===== src/rtl/irqCfgPkg.sv =====
package irqCfgPkg;

  // Word offsets (byte offset >> 2)
  localparam logic [5:0] W_EN_SET   = 6'h00;
  localparam logic [5:0] W_EN_CLR   = 6'h01;
  localparam logic [5:0] W_PEND_SET = 6'h02;
  localparam logic [5:0] W_PEND_CLR = 6'h03;
  localparam logic [5:0] W_ACTIVE   = 6'h04;
  localparam logic [2:0] PRIO_PAGE  = 3'b001; // word offsets 0x08..0x0F

  typedef enum logic [2:0] {
    RD_NONE,
    RD_EN,
    RD_PEND,
    RD_ACT,
    RD_PRIO
  } rdSrcT;

  typedef struct packed {
    logic       wrEnSet;
    logic       wrEnClr;
    logic       wrPendSet;
    logic       wrPendClr;
    logic       wrPrio;
    logic [2:0] prioIdx;
    rdSrcT      rdSrc;
  } strobeT;

endpackage


===== src/rtl/irqCfgCtrl.sv =====
module irqCfgCtrl
  import irqCfgPkg::*;
#(
  parameter int ADDR_W = 8
) (
  input  logic              busSel,
  input  logic              busWr,
  input  logic [ADDR_W-1:0] busAddr,
  output strobeT            stb
);

  logic [5:0] wordAddr;
  logic       isWrite;
  logic       isRead;
  logic       inPrio;

  assign wordAddr = busAddr[7:2];
  assign isWrite  = busSel && busWr;
  assign isRead   = busSel && !busWr;
  assign inPrio   = (wordAddr[5:3] == PRIO_PAGE);

  always_comb begin
    stb           = '0;
    stb.rdSrc     = RD_NONE;
    stb.prioIdx   = wordAddr[2:0];
    stb.wrEnSet   = isWrite && (wordAddr == W_EN_SET);
    stb.wrEnClr   = isWrite && (wordAddr == W_EN_CLR);
    stb.wrPendSet = isWrite && (wordAddr == W_PEND_SET);
    stb.wrPendClr = isWrite && (wordAddr == W_PEND_CLR);
    stb.wrPrio    = isWrite && inPrio;
    if (isRead) begin
      if (wordAddr == W_EN_SET || wordAddr == W_EN_CLR)          stb.rdSrc = RD_EN;
      else if (wordAddr == W_PEND_SET || wordAddr == W_PEND_CLR) stb.rdSrc = RD_PEND;
      else if (wordAddr == W_ACTIVE)                             stb.rdSrc = RD_ACT;
      else if (inPrio)                                           stb.rdSrc = RD_PRIO;
      else                                                       stb.rdSrc = RD_NONE;
    end
  end

endmodule


===== src/rtl/irqCfgData.sv =====
module irqCfgData
  import irqCfgPkg::*;
#(
  parameter int NUM_LINES = 32,
  parameter int PRIO_BITS = 3,
  parameter int ID_W      = $clog2(NUM_LINES)
) (
  input  logic                   clk,
  input  logic                   rstN,
  input  strobeT                 stb,
  input  logic [31:0]            busWdata,
  output logic [31:0]            busRdata,
  input  logic [NUM_LINES-1:0]   hwReq,
  input  logic                   takeValid,
  input  logic [ID_W-1:0]        takeId,
  input  logic                   doneValid,
  input  logic [ID_W-1:0]        doneId,
  output logic [NUM_LINES-1:0]   enableVec,
  output logic [NUM_LINES-1:0]   pendingVec,
  output logic [8*NUM_LINES-1:0] prioVec
);

  localparam int         PRIO_WORDS = NUM_LINES / 4;
  localparam logic [7:0] PRIO_MASK  = 8'(8'hFF << (8 - PRIO_BITS));

  logic [NUM_LINES-1:0] enReg, pendReg, actReg;
  logic [NUM_LINES-1:0] enNext, pendNext, actNext;
  logic [NUM_LINES-1:0] takeMask, doneMask;
  logic [NUM_LINES-1:0] wdLines;
  logic [7:0]           prioReg [NUM_LINES];
  logic [31:0]          rdMux;
  logic [31:0]          prioWord [PRIO_WORDS];

  assign wdLines  = busWdata[NUM_LINES-1:0];
  assign takeMask = takeValid ? (NUM_LINES'(1) << takeId) : '0;
  assign doneMask = doneValid ? (NUM_LINES'(1) << doneId) : '0;

  always_comb begin
    enNext = enReg;
    if (stb.wrEnSet) enNext = enNext | wdLines;
    if (stb.wrEnClr) enNext = enNext & ~wdLines;
  end

  always_comb begin
    pendNext = pendReg;
    if (stb.wrPendSet) pendNext = pendNext | wdLines;
    if (stb.wrPendClr) pendNext = pendNext & ~wdLines;
    pendNext = (pendNext & ~takeMask) | hwReq;
  end

  assign actNext = (actReg & ~doneMask) | takeMask;

  always_ff @(posedge clk) begin
    if (!rstN) begin
      enReg   <= '0;
      pendReg <= '0;
      actReg  <= '0;
    end else begin
      enReg   <= enNext;
      pendReg <= pendNext;
      actReg  <= actNext;
    end
  end

  for (genvar i = 0; i < NUM_LINES; i++) begin : g_prio
    localparam int WORD = i / 4;
    localparam int LANE = i % 4;
    always_ff @(posedge clk) begin
      if (!rstN) begin
        prioReg[i] <= '0;
      end else if (stb.wrPrio && (stb.prioIdx == 3'(WORD))) begin
        prioReg[i] <= busWdata[8*LANE +: 8] & PRIO_MASK;
      end
    end
    assign prioVec[8*i +: 8] = prioReg[i];
  end

  for (genvar w = 0; w < PRIO_WORDS; w++) begin : g_word
    assign prioWord[w] = {prioReg[4*w+3], prioReg[4*w+2], prioReg[4*w+1], prioReg[4*w]};
  end

  always_comb begin
    rdMux = '0;
    case (stb.rdSrc)
      RD_EN:   rdMux = 32'(enReg);
      RD_PEND: rdMux = 32'(pendReg);
      RD_ACT:  rdMux = 32'(actReg);
      RD_PRIO: begin
        for (int w = 0; w < PRIO_WORDS; w++) begin
          if (stb.prioIdx == 3'(w)) rdMux = prioWord[w];
        end
      end
      default: rdMux = '0;
    endcase
  end

  always_ff @(posedge clk) begin
    if (!rstN) busRdata <= '0;
    else       busRdata <= rdMux;
  end

  assign enableVec  = enReg;
  assign pendingVec = pendReg;

endmodule


===== src/rtl/irqCfgRegs.sv =====
module irqCfgRegs
  import irqCfgPkg::*;
#(
  parameter int NUM_LINES = 32,
  parameter int PRIO_BITS = 3,
  parameter int ADDR_W    = 8,
  parameter int ID_W      = $clog2(NUM_LINES)
) (
  input  logic                   clk,
  input  logic                   rstN,
  input  logic                   busSel,
  input  logic                   busWr,
  input  logic [ADDR_W-1:0]      busAddr,
  input  logic [31:0]            busWdata,
  output logic [31:0]            busRdata,
  input  logic [NUM_LINES-1:0]   hwReq,
  input  logic                   takeValid,
  input  logic [ID_W-1:0]        takeId,
  input  logic                   doneValid,
  input  logic [ID_W-1:0]        doneId,
  output logic [NUM_LINES-1:0]   enableVec,
  output logic [NUM_LINES-1:0]   pendingVec,
  output logic [8*NUM_LINES-1:0] prioVec
);

  strobeT stb;

  irqCfgCtrl #(.ADDR_W(ADDR_W)) ctrl_i (
    .busSel (busSel),
    .busWr  (busWr),
    .busAddr(busAddr),
    .stb    (stb)
  );

  irqCfgData #(
    .NUM_LINES(NUM_LINES),
    .PRIO_BITS(PRIO_BITS),
    .ID_W     (ID_W)
  ) data_i (
    .clk       (clk),
    .rstN      (rstN),
    .stb       (stb),
    .busWdata  (busWdata),
    .busRdata  (busRdata),
    .hwReq     (hwReq),
    .takeValid (takeValid),
    .takeId    (takeId),
    .doneValid (doneValid),
    .doneId    (doneId),
    .enableVec (enableVec),
    .pendingVec(pendingVec),
    .prioVec   (prioVec)
  );

endmodule


===== config.mk =====
export PLATFORM = sky130hd
export DESIGN_NAME = irqCfgRegs
export DESIGN_NICKNAME = d
export VERILOG_FILES = /design/src/rtl/irqCfgPkg.sv /design/src/rtl/irqCfgCtrl.sv /design/src/rtl/irqCfgData.sv /design/src/rtl/irqCfgRegs.sv
export SDC_FILE = /design/constraint.sdc
export NUM_CORES = 1
export LEC_CHECK = 0
export BUFFER_PORTS_ARGS = -buffer_cell sky130_fd_sc_hd__buf_2
export CORE_AREA = 4 4 171 173
export CTS_BUF_LIST = sky130_fd_sc_hd__clkbuf_4
export CTS_CLUSTER_SIZE = 25
export DETAILED_ROUTE_END_ITERATION = 8
export DIE_AREA = 0 0 175 177
export GPL_TIMING_DRIVEN = 1
export PLACE_DENSITY_LB_ADDON = 0.1
export SYNTH_ARGS = -nofsm -noshare
export SYNTH_HDL_FRONTEND = slang
export SYNTH_HIERARCHICAL = 1
export SYNTH_SLANG_ARGS = --single-unit

===== constraint.sdc =====
create_clock -name clk -period 3.1 [get_ports clk]
set_input_delay 0.31 -clock clk [delete_from_list [all_inputs] [get_ports clk]]
set_output_delay 0.31 -clock clk [all_outputs]
set_load 0.005 [all_outputs]

==> impl_metrics.tcl <==
set metrics [dict create \
    placed_cell_area_um2 12900 \
    grt_overflow 0 \
    powerDensity_nw_per_um2 458 \
    p_comb_frac 0.119 \
    grt_usage 0.243 \
    grt_pass1_vias 9636 \
    dp_cells 1810 \
    via_per_inst 4.89 \
    critPathKind "in2reg" \
    h-tree-depth 2 \
    layout_min_cycle_time_ns 2.14 \
    rsz0062_at_grt "false" \
    clock_skew_ns 0.0176 \
    grt_antenna_before_repair 5 \
    grt_max_degree 66 \
    area_growth_pct 22.2 \
    async_reset_ff_frac 0 \
    firstDrtPassIters 5 \
    start_util 0.425 \
    rows 61 \
    final_area_um2 14300 \
    cp_data_required_time_ns 3.66 \
    antenna_left 0 \
    final_max_slew_viol_count 0 \
    seq_area_frac_synth 0.464 \
    pin_count 440 \
    worstSkewPairLatency_ns 0.67 \
    nNetsFinal 1651 \
    slew_headroom 0.396 \
    synthTopCellsByArea "edfxtp_1 (25%), dfxtp_1 (22%), buf_4 (11%), and2_1 (5.2%), a21oi_1 (4.3%)" \
    syn_area_per_cell_um2 9.70 \
    worstSetupStartpointType "input port" \
    wire_per_inst_um 20.0 \
    synth_top_area_frac 0.245 \
    synth_edf_count 96 \
    io_buffers 277 \
    cp.arrival_ns 2.70 \
    gp_congestion 0.852 \
    die_h_um 177 \
    cts_buffers 58 \
    status "completed" \
    fmax_mhz 467 \
    ys_seq_elements 224 \
    die_w_um 175 \
    seq_power_share 0.494 \
    crit_path_max_fanout 7 \
    p_switching_mw 1.73 \
    setup.worst_path.end_class "flip-flop" \
    routed_wl_um 39700 \
    dp_hpwl_um 28300 \
    synth.distinct_cells 54 \
    cts_tree "yes" \
    finalSetupViolations 0 \
    p_leak_nw 6.16 \
    p_int_mw 4.85 \
    ys.warnings.count 6 \
    setup-tns-final_ns 0 \
    yosys.area.top_type "edfxtp_1" \
    power_frac_clock 0.387 \
    grt_pass1_wl_um 58000 \
    final_hold_viol_count 0 \
    tightest_slew_ns 0.905 \
    vias 9727 \
    postCtsSetupRepairBufs 0 \
    ys_dominant_reg_cell "dfxtp_1" \
    finalNonFillerCells 1988 \
    cts.sink_count 224 \
    min_period_over_period 0.691 \
    drc 0 \
    synth_cells 1211 \
    synthesis.area_um2 11700 \
    hp-class "in2reg" \
    drive_gt1_frac 0.297 \
    drtIter0Drc 573 \
    core-area_um2 27600 \
    switching_share 0.263 \
    die_area_um2 31000 \
    clockBufferDepth 3 \
    path_clk_slew_ns 0.06 \
    peakVddDrop_mv 0.272 \
    maxCapViolations 0 \
    r2r_slack_ns 1.50 \
    cts_root_buf "clkbuf_4" \
]
-- metal layers --
layer  vias to the layer above  GRT usage  routed length (µm)
li1                       4661          -                   -
met5                         -          0                  54
met3                        55     0.0662                2980
met4                         8     0.0586                 750
met1                      4603      0.297               15800
met2                       400      0.429               20100
-- cell usage after synthesis, drive strengths merged, types with 2 or more instances --
library cell    n
o2bb2ai        11
o31ai           2
buf           192
o21ai          52
nor3            4
dfxtp         128
edfxtp         96
o21ba          11
a22oi          21
a21o            2
mux2           32
o22ai          11
a21boi         33
or3b            2
nor4            2
clkbuf         59
and2           98
a221oi         33
a21oi         102
nand3          14
nor2b          39
nand2          90
inv             2
nor4bb          2
o21a           24
nand2b         16
nand4b          2
a31oi           2
or2             2
mux2i          35
nor2           76
-- repair_timing --
action | 4_1_cts | 5_1_grt
resized for setup | 0 | 0
hold endpoints to repair | 54 | 0
hold buffers | 71 | 0
-- worst paths after layout --
check,startpoint,end,cells after the start
setup / recovery,takeId[4],data_i/pendingVec[0]$_SDFF_PN0_,6
hold / removal,takeId[1],data_i/actReg[15]$_SDFF_PN0_,3
hold reg to reg,data_i/actReg[21]$_SDFF_PN0_,data_i/actReg[21]$_SDFF_PN0_,2
setup reg to reg,data_i/prioReg[0][32]$_SDFFCE_PN0P_,data_i/busRdata[23]$_SDFF_PN0_,3
-- sequential cells by signal (all words and copies together) (netlist names) --
name               cells
data_i/pendingVec     32
data_i/prioReg        96
data_i/enableVec      32
data_i/actReg         32
data_i/busRdata       32
-- critical path: stages --
cell	delay, ns
dlygate4sd3_1	0.54
buf_2	0.16
nor3b_1	0.75
a221oi_1	0.17
o21a_1	0.22
dlygate4sd3_1	0.55
-- area by class of cell --
class,instances,area (µm²)
diodes,2,5.00
flip-flops and latches,224,5450
multi-input cells,893,5300
fillers,2709,13300
inverters,2,7.51
well taps,378,473
clock buffers,93,698
clock inverters,12,46.3
repair buffers,384,2370
-- power by group through the flow --
| stage | clock, mW | combinational, mW | sequential [mW] |
|---|---|---|---|
| floorplan | 0 | 0.504 | 3.30 |
| detailed placement | 0 | 0.701 | 3.31 |
| finish | 2.55 | 0.783 | 3.25 |
| global route | 2.79 | 0.854 | 3.26 |
| CTS | 2.64 | 0.777 | 3.25 |
| global placement | 0 | 0.693 | 3.31 |
-- cells in the final DEF, fill, tap and decap left out, drive strengths merged, types with 3 or more instances in the layout --
| cell | Yosys | layout |
|---|---|---|
| nand2 | 90 | 90 |
| o21ai | 52 | 52 |
| o21ba | 11 | 11 |
| clkbuf | 59 | 93 |
| nor3 | 4 | 4 |
| o2bb2ai | 11 | 11 |
| nor2b | 39 | 39 |
| o21a | 24 | 24 |
| a21oi | 102 | 102 |
| dlygate4sd3 | 0 | 71 |
| mux2i | 35 | 35 |
| dfxtp | 128 | 128 |
| conb | 1 | 160 |
| clkinv | 0 | 11 |
| nand3 | 14 | 14 |
| a22oi | 21 | 21 |
| and2 | 98 | 98 |
| mux2 | 32 | 32 |
| nand2b | 16 | 16 |
| a221oi | 33 | 33 |
| o22ai | 11 | 11 |
| a21boi | 33 | 33 |
| edfxtp | 96 | 96 |
| buf | 192 | 313 |
| nor2 | 76 | 76 |
| inv | 2 | 3 |
-- metrics by stage --
stage                     hold WS [ns]  total power, mW  setup slack [ns]   util
final                           0.0917             6.58             0.958  0.519
after global routing            0.0531             6.90             0.883  0.519
after CTS                       0.0137             6.66              1.02  0.519
after detailed placement         0.469             4.01             0.470  0.466
after global placement           0.463             4.00             0.478  0.466
after floorplan                  0.434             3.81             0.697      -
-- kinds of logic after synthesis --
kind of cell	after synthesis	share of synthesized area
AND/OR/NAND/NOR	356	0.156
AO/OA/AOI/OAI	309	0.179
buffers and inverters	253	0.138
flip-flops	224	0.464
multiplexers	68	0.0624
other	1	0.000319
Power figures use the tool's default switching activity.
